**src/rtl/dm_prescaler_pkg.sv**
```systemverilog
package dm_prescaler_pkg;

  typedef enum logic {
    CORE_DIV3 = 1'b0,
    CORE_DIV2 = 1'b1
  } core_mode_e;

  localparam int unsigned CORE_CNT_W = 2;

endpackage

```
**src/rtl/dm_core23.sv**
```systemverilog
module dm_core23
  import dm_prescaler_pkg::*;
(
  input  logic                  clk,
  input  logic                  rst,
  input  core_mode_e            mode,
  output logic [CORE_CNT_W-1:0] cnt,
  output logic                  tick
);

  logic [CORE_CNT_W-1:0] last_val;

  always_comb begin
    last_val = (mode == CORE_DIV2) ? CORE_CNT_W'(1) : CORE_CNT_W'(2);
    tick     = (cnt == last_val);
  end

  always_ff @(posedge clk) begin
    if (rst) begin
      cnt <= '0;
    end else if (tick) begin
      cnt <= '0;
    end else begin
      cnt <= cnt + CORE_CNT_W'(1);
    end
  end

endmodule

```
**src/rtl/dm_stage_ctr.sv**
```systemverilog
module dm_stage_ctr #(
  parameter int unsigned BITS = 4
) (
  input  logic            clk,
  input  logic            rst,
  input  logic            adv,
  output logic [BITS-1:0] q,
  output logic            wrap
);

  localparam logic [BITS-1:0] TOP = {BITS{1'b1}};

  assign wrap = adv && (q == TOP);

  always_ff @(posedge clk) begin
    if (rst) begin
      q <= '0;
    end else if (adv) begin
      q <= q + BITS'(1);
    end
  end

endmodule

```
**src/rtl/dm_mode_dec.sv**
```systemverilog
module dm_mode_dec
  import dm_prescaler_pkg::*;
#(
  parameter int unsigned BITS = 4
) (
  input  logic [BITS-1:0] stage,
  input  logic            mod_held,
  output core_mode_e      mode
);

  localparam logic [BITS-1:0] SWALLOW_STATE = {{(BITS-1){1'b1}}, 1'b0};

  logic hit;

  always_comb begin
    hit  = (stage == SWALLOW_STATE) && !mod_held;
    mode = hit ? CORE_DIV2 : CORE_DIV3;
  end

endmodule

```
**src/rtl/dm_prescaler.sv**
```systemverilog
module dm_prescaler
  import dm_prescaler_pkg::*;
#(
  parameter int unsigned STAGE_BITS = 4
) (
  input  logic clk,
  input  logic rst,
  input  logic mod_sel,
  output logic div_out
);

  localparam int unsigned MSB = STAGE_BITS - 1;

  core_mode_e            core_mode;
  logic [CORE_CNT_W-1:0] core_cnt;
  logic                  core_tick;
  logic [STAGE_BITS-1:0] stage_q;
  logic                  stage_wrap;
  logic                  mod_held;

  dm_core23 u_core (
    .clk  (clk),
    .rst  (rst),
    .mode (core_mode),
    .cnt  (core_cnt),
    .tick (core_tick)
  );

  dm_stage_ctr #(.BITS(STAGE_BITS)) u_stage (
    .clk  (clk),
    .rst  (rst),
    .adv  (core_tick),
    .q    (stage_q),
    .wrap (stage_wrap)
  );

  dm_mode_dec #(.BITS(STAGE_BITS)) u_dec (
    .stage    (stage_q),
    .mod_held (mod_held),
    .mode     (core_mode)
  );

  always_ff @(posedge clk) begin
    if (rst || stage_wrap) begin
      mod_held <= mod_sel;
    end
  end

  assign div_out = stage_q[MSB];

endmodule

```
**config.mk**
```make
export PLATFORM = sky130hd
export DESIGN_NAME = dm_prescaler
export DESIGN_NICKNAME = d
export VERILOG_FILES = /design/src/rtl/dm_prescaler_pkg.sv /design/src/rtl/dm_core23.sv /design/src/rtl/dm_stage_ctr.sv /design/src/rtl/dm_mode_dec.sv /design/src/rtl/dm_prescaler.sv
export SDC_FILE = /design/constraint.sdc
export NUM_CORES = 1
export LEC_CHECK = 0
export BUFFER_PORTS_ARGS = -buffer_cell sky130_fd_sc_hd__buf_2
export CORE_AREA = 2 2 39 41
export DETAILED_ROUTE_END_ITERATION = 8
export DIE_AREA = 0 0 41 43
export PLACE_DENSITY = 0.43
export SETUP_SLACK_MARGIN = 0.3
export SLEW_MARGIN = 20
export SYNTH_ARGS = -nofsm -noshare
export SYNTH_HDL_FRONTEND = slang
export SYNTH_HIERARCHICAL = 1
export SYNTH_SLANG_ARGS = --single-unit
```
**constraint.sdc**
```tcl
create_clock -name clk -period 3.2 [get_ports clk]
set_input_delay 0.64 -clock clk [delete_from_list [all_inputs] [get_ports clk]]
set_output_delay 0.64 -clock clk [all_outputs]
set_load 0.01 [all_outputs]
```
==> results of run 1 <==
-- synthesized netlist by cell type --
cell	instances	share of area
a21bo_2	1	0.031
a21oi_1	2	0.031
and4_2	1	0.031
dfxtp_1	6	0.37
edfxtp_1	1	0.093
ha_1	1	0.039
mux2_4	1	0.046
mux2i_1	1	0.031
nand2_1	1	0.012
nand2b_1	1	0.019
nand3b_1	2	0.046
nand4_2	1	0.039
nand4b_1	1	0.027
nor2_1	4	0.046
nor2b_1	1	0.019
nor3b_1	1	0.023
o22ai_1	1	0.019
or2_1	1	0.019
or3b_1	1	0.027
xnor2_1	1	0.027
-- routing by layer --
| metal | routed length, um | track usage | share of wire |
|---|---|---|---|
| met5 | 0 | 0 | 0 |
| met4 | 16 | 0.0800 | 0.028 |
| met3 | 36 | 0.0471 | 0.064 |
| met2 | 266 | 0.116 | 0.47 |
| met1 | 243 | 0.105 | 0.43 |
-- state kept, by name (all words and copies together), names as in the netlist --
register,count
u_stage/q,4
u_core/cnt,2
mod_held,1
-- per-stage QoR --
step	util	area [um2]	power (mW)	setup slack [ps]
floorplan	-	323	0.106	1440
global placement	0.259	358	0.109	1250
detailed placement	0.259	358	0.110	1210
CTS	0.278	384	0.195	1200
global route	0.278	384	0.204	1020
finish	0.278	384	0.191	1220
-- area by class of cell --
cell class / instances / area [um2] / area share
multi-input combinational: 23 / 173 / 0.450
sequential: 7 / 150 / 0.391
clock buffer: 4 / 26.3 / 0.0684
tap: 16 / 20.0 / 0.0521
timing repair buffer: 3 / 15.0 / 0.0391
-- placed cells by master (no fill, tap or decap), drive strengths merged, types with 2 or more instances in the layout --
master | Yosys | final
buf | 0 | 3
a21oi | 2 | 2
nand3b | 2 | 2
dfxtp | 6 | 6
nor2 | 4 | 4
clkbuf | 0 | 4
-- logic make-up (layout without fill, tap and decap cells) --
kind of cell             count (synthesis)  count (layout)  synth area share
AO/OA/AOI/OAI                            4               4            0.0814
XOR/XNOR                                 1               1            0.0271
adder cells (fa/ha/maj)                  1               1            0.0388
buffers and inverters                    0               7                 0
flip-flops                               7               7             0.465
multiplexers                             2               2            0.0775
AND/OR/NAND/NOR                         15              15             0.310
-- worst max path at each step --
stage                       from  endpoint  slack [ps]
floorplan           u_stage/q[3]  mod_held        1440
global placement        mod_held  mod_held        1250
detailed placement      mod_held  mod_held        1210
CTS                     mod_held  mod_held        1200
global route            mod_held  mod_held        1020
finish                  mod_held  mod_held        1220
-- critical path: stages, from the launching register on --
cell,delay [ps]
edfxtp_1,370
nand4b_1,170
nor2_1,180
nand2_1,80
o22ai_1,460
and4_2,320
or2_1,110
-- power by group --
group	internal [mW]	total [mW]	switching (mW)
registers	0.0932	0.0970	0.00382
clock network	0.0477	0.0824	0.0347
logic	0.00584	0.0112	0.00531
total	0.147	0.191	0.0438
==> impl_results.md, run 1 <==
* Fill count at about 150
* WS Path Type: reg2reg
* Row cnt at 14
* Synth unique cells at 20
* Reg-to-Reg Start: mod_held
* Leakage at 0.158 nW
* Via density at 4.60
* Crit path arrival time at 1950 ps
* Post-route insts no fill at 53
* Post-route clock skew at 2.46 ps
* Largest net degree at the start of global routing at 9
* Power density over the cells at between 400 and 500 nW/um2
* Pins Over Slew Limit at 0
* Die W at around 41 um
* Layout Nets at 42
* Share of cells above drive strength 1 at 0.270
* Highest Clock Rate at 505 MHz
* Routed WL per cell at 10.6 um
* I/O pin count at 4
* Fin crit period at between 1500 and 2000 ps
* Peak supply drop at 167 uV
* GPL Wtd Cong at 0.707
* Cts bufs inserted at 3
* WHS Endpoint: u_core/cnt[0]
* Initial antenna violation count at 0
* Core ar. at approximately 1400 um2
* DR iter-0 viols at 5
* Net count after synthesis at 34
* Die Y-Extent at 43 um
* Clock slew at reported path FFs at 50 ps
* H-tree depth at 1
* Mean Syn Cell Area at 10.8 um2
* Antenna Cells at 0
* First drt pass iteration count at 2
* Worst path required time at approximately 3200 ps
* CTS root buffer: clkbuf_4
* Least-Margin Pin Slew at 575 ps
* Worst hold path class: reg2reg
* Min-Delay Path Depth at 1
* Initial core utilization at 0.233
* Seq cells post-synth at 7
* Crit-path max FO at 6
* Vias at 244
* GRT Resource Usage Total at 0.0910
* Post-cts resize count at 0
* Port Buffers at 3
* Max_cap viols at 0
* Bufs on Longest Clock Path at 2
* Cell count after synthesis at 30
* Layout area overhead at 19.0%
* Post-synthesis sequential area ratio at 0.465
* Status: finished clean
* Slew headroom at 0.617
* Grt total ovfl at 0
* Worst r2r path cells at 6
* ANT nets after route at 0
* Clk sink count at 7
* CP endpoint kind: flip-flop
* CTS tree: built
* Mapped Area at about 320 um2
* Setup TNS at 0 ps
* Final Hold Fails at 0
* Routed WL at 563 um
* First-pass GRT wire length at 986 um
* Final Cycle Share at 0.618
* Post-detail-place hpwl at between 400 and 500 um
* R2R Path End: mod_held
* Die area at 1760 um2
* Setup Fix Bufs, Post-CTS at 0
* Clk_lat worst skew at 260 ps
* HP Start: u_core/cnt[0]
* Vias in the first global route at 227
* Post-route DRC at 0
* Final setup vio count at 0
* CP startpoint kind: flip-flop
* R2R setup slack at 1220 ps
* CTS Hold Bufs at 0
* RSZ-0062 raised after global routing: no
* Placed Cells at 49
* Hold_ws at 489 ps
* YS warnings at 6
Note: power is estimated with default switching activity, not from simulation.
==> inputs of run 2 (changes only) <==
- PLACE_DENSITY: 0.43 -> 0.44
- clock period: 3.2 -> 1.7 ns (I/O delays scaled with it)
==> impl_results.md, run 2 (synthesis results as in run 1) <==
* Crit path largest cell delay at 350 ps (-110 ps)
* Antenna Cells at 0 (unchanged)
* Largest net degree at the start of global routing at 9 (unchanged)
* Core ar. at 1380 um2 (unchanged)
* Final setup vio count at 0 (unchanged)
* Top reg by flops: u_stage/q
* Pins Over Slew Limit at 0 (unchanged)
* Vias in the first global route at 286 (+26%)
* Setup TNS at 0 ps (unchanged)
* CP startpoint kind: flip-flop
* GRT Resource Usage Total at 0.105 (+0.0137)
* Layout Nets at 47 (+12%)
* Row cnt at 14 (unchanged)
* Cts bufs inserted at 3 (unchanged)
* First-pass GRT wire length at 1150 um (+17%)
* Most frequent cells in the layout: dfxtp_1 (5), buf_4 (4), clkbuf_4 (3), buf_2 (3), nor2_1 (3)
* Highest Clock Rate at 632 MHz (+25%)
* Post-route clock skew at 0.664 ps (-1.80 ps)
* WHS Endpoint: mod_held
* Share of cells above drive strength 1 at 0.500 (+0.230)
* RSZ-0062 raised after global routing: yes
* Status: finished clean
* Largest regs: u_stage/q x4, u_core/cnt x2, mod_held x1
* R2R setup slack at 120 ps (-1100 ps)
* Grt total ovfl at 0 (unchanged)
* Reg-to-Reg Start: mod_held
* CP endpoint kind: flip-flop
* Final WS setup at 117 ps (-1100 ps)
* CP startpoint: mod_held
* CTS tree: built
* Commonest non-fill, non-tap cell in the layout: dfxtp_1
* Bufs on Longest Clock Path at 2 (unchanged)
* CTS root buffer: clkbuf_4
* GPL Wtd Cong at 0.699 (-1.1%)
* Total power at 0.376 mW (+97%)
* I/O pin count at 4 (unchanged)
* Min-Delay Path Depth at 1 (unchanged)
* Routed WL at 664 um (+18%)
* Leakage at 0.188 nW (+19%)
* Worst r2r path cells at 8 (+2)
* Via density at 4.67 (+1.5%)
* Slew headroom at 0.830 (+0.214)
* Die area at 1760 um2 (unchanged)
* Die Y-Extent at 43 um (unchanged)
* Clk_lat worst skew at 260 ps (about the same)
* CP Cell Sequence: nand4b_1 -> nor2_2 -> nand2b_4 -> o22ai_4 -> buf_4 -> buf_6 -> a21bo_2 -> a21oi_2
* Worst hold path class: in2reg
* Clk sink count at 7 (unchanged)
* Layout area overhead at 41.9%
* Final Cycle Share at 0.931 (+0.313)
* Port Buffers at 3 (unchanged)
* Max reg flops at 4 (unchanged)
* R2R Path End: u_stage/q[2]
* CP max-delay cell: edfxtp_1
* Power density over the cells at 821 nW/um2 (+65%)
* Pre-CTS WS at 49.6 ps (-1160 ps)
* Clock slew at reported path FFs at 50 ps (about the same)
* Routed WL per cell at 11.4 um (+7.8%)
* Die W at 41 um (unchanged)
* Max_cap viols at 0 (unchanged)
* Least-Margin Pin Slew at 254 ps (-321 ps)
* Crit path arrival time at 1780 ps (-170 ps)
* DR iter-0 viols at 9 (+4)
* Worst path required time at 1890 ps (-1280 ps)
* HP Start: mod_sel
* Vias at 271 (+11%)
* Peak supply drop at 358 uV (+110%)
* CTS Hold Bufs at 0 (unchanged)
* Final Hold Fails at 0 (unchanged)
* H-tree depth at 1 (unchanged)
* ANT nets after route at 0 (unchanged)
* Post-route DRC at 0 (unchanged)
* Fin crit period at 1580 ps (-396 ps)
* Crit-path max FO at 3 (-3)
* Initial antenna violation count at 0 (unchanged)
* WS Path Type: reg2reg
* First drt pass iteration count at 3 (+1)
* Initial core utilization at 0.233 (unchanged)
## run 2: cell type report
type | count | area [um2]
fillers | 143 | 926
well taps | 16 | 20.0
multi-input cells | 23 | 204
repair buffers | 8 | 56.3
flip-flops and latches | 7 | 151
clock buffers | 4 | 26.3
## run 2: worst max-delay path by stage
stage / slack [ps] / to
3_5_place_dp: 50 / mod_held
5_1_grt: 50 / u_stage/q[2]
2_1_floorplan: 150 / mod_held
6_report: 120 / u_stage/q[2]
4_1_cts: 100 / mod_held
3_3_place_gp: 80 / mod_held
## run 2: repair_timing
item                                    in CTS  in global routing
endpoints found under the setup margin       4                  5
buffers inserted                             3                  0
resized for setup                            4                  0
pin swaps                                    5                  3
## run 2: worst max-delay path, delay by kind of cell (launching register included)
kind,cells,cell delay (ps)
buffers and inverters,2,270
DFF,1,350
and+or+nand+nor,3,520
AOI/OAI and AO/OA,3,380
## run 2: stage by stage
| step | instance area (um2) | cells | util | hold WS [ps] |
|---|---|---|---|---|
| final | 458 | 58 | 0.331 | 256 |
| after global routing | 458 | 58 | 0.331 | 243 |
| after global placement | 398 | 51 | 0.288 | 519 |
| after detailed placement | 398 | 51 | 0.288 | 519 |
| after floorplan | 348 | 30 | - | 409 |
| after CTS | 458 | 58 | 0.331 | 249 |
## run 2: metal layers
metal  global-route usage  vias to the layer above  share of wire
li1                     -                      133              -
met1                0.117                      128           0.44
met2                0.134                        6           0.46
met3               0.0366                        4          0.053
met4                0.120                        0          0.039
met5                    0                        -              0
## run 2: where the power goes
part / switching (mW) / leakage (nW) / total, mW / internal [mW]
combinational: 0.0134 / 0.113 / 0.0331 / 0.0196
clock: 0.0675 / 0.0150 / 0.157 / 0.0900
sequential: 0.0101 / 0.0592 / 0.185 / 0.175
total: 0.0910 / 0.188 / 0.376 / 0.285
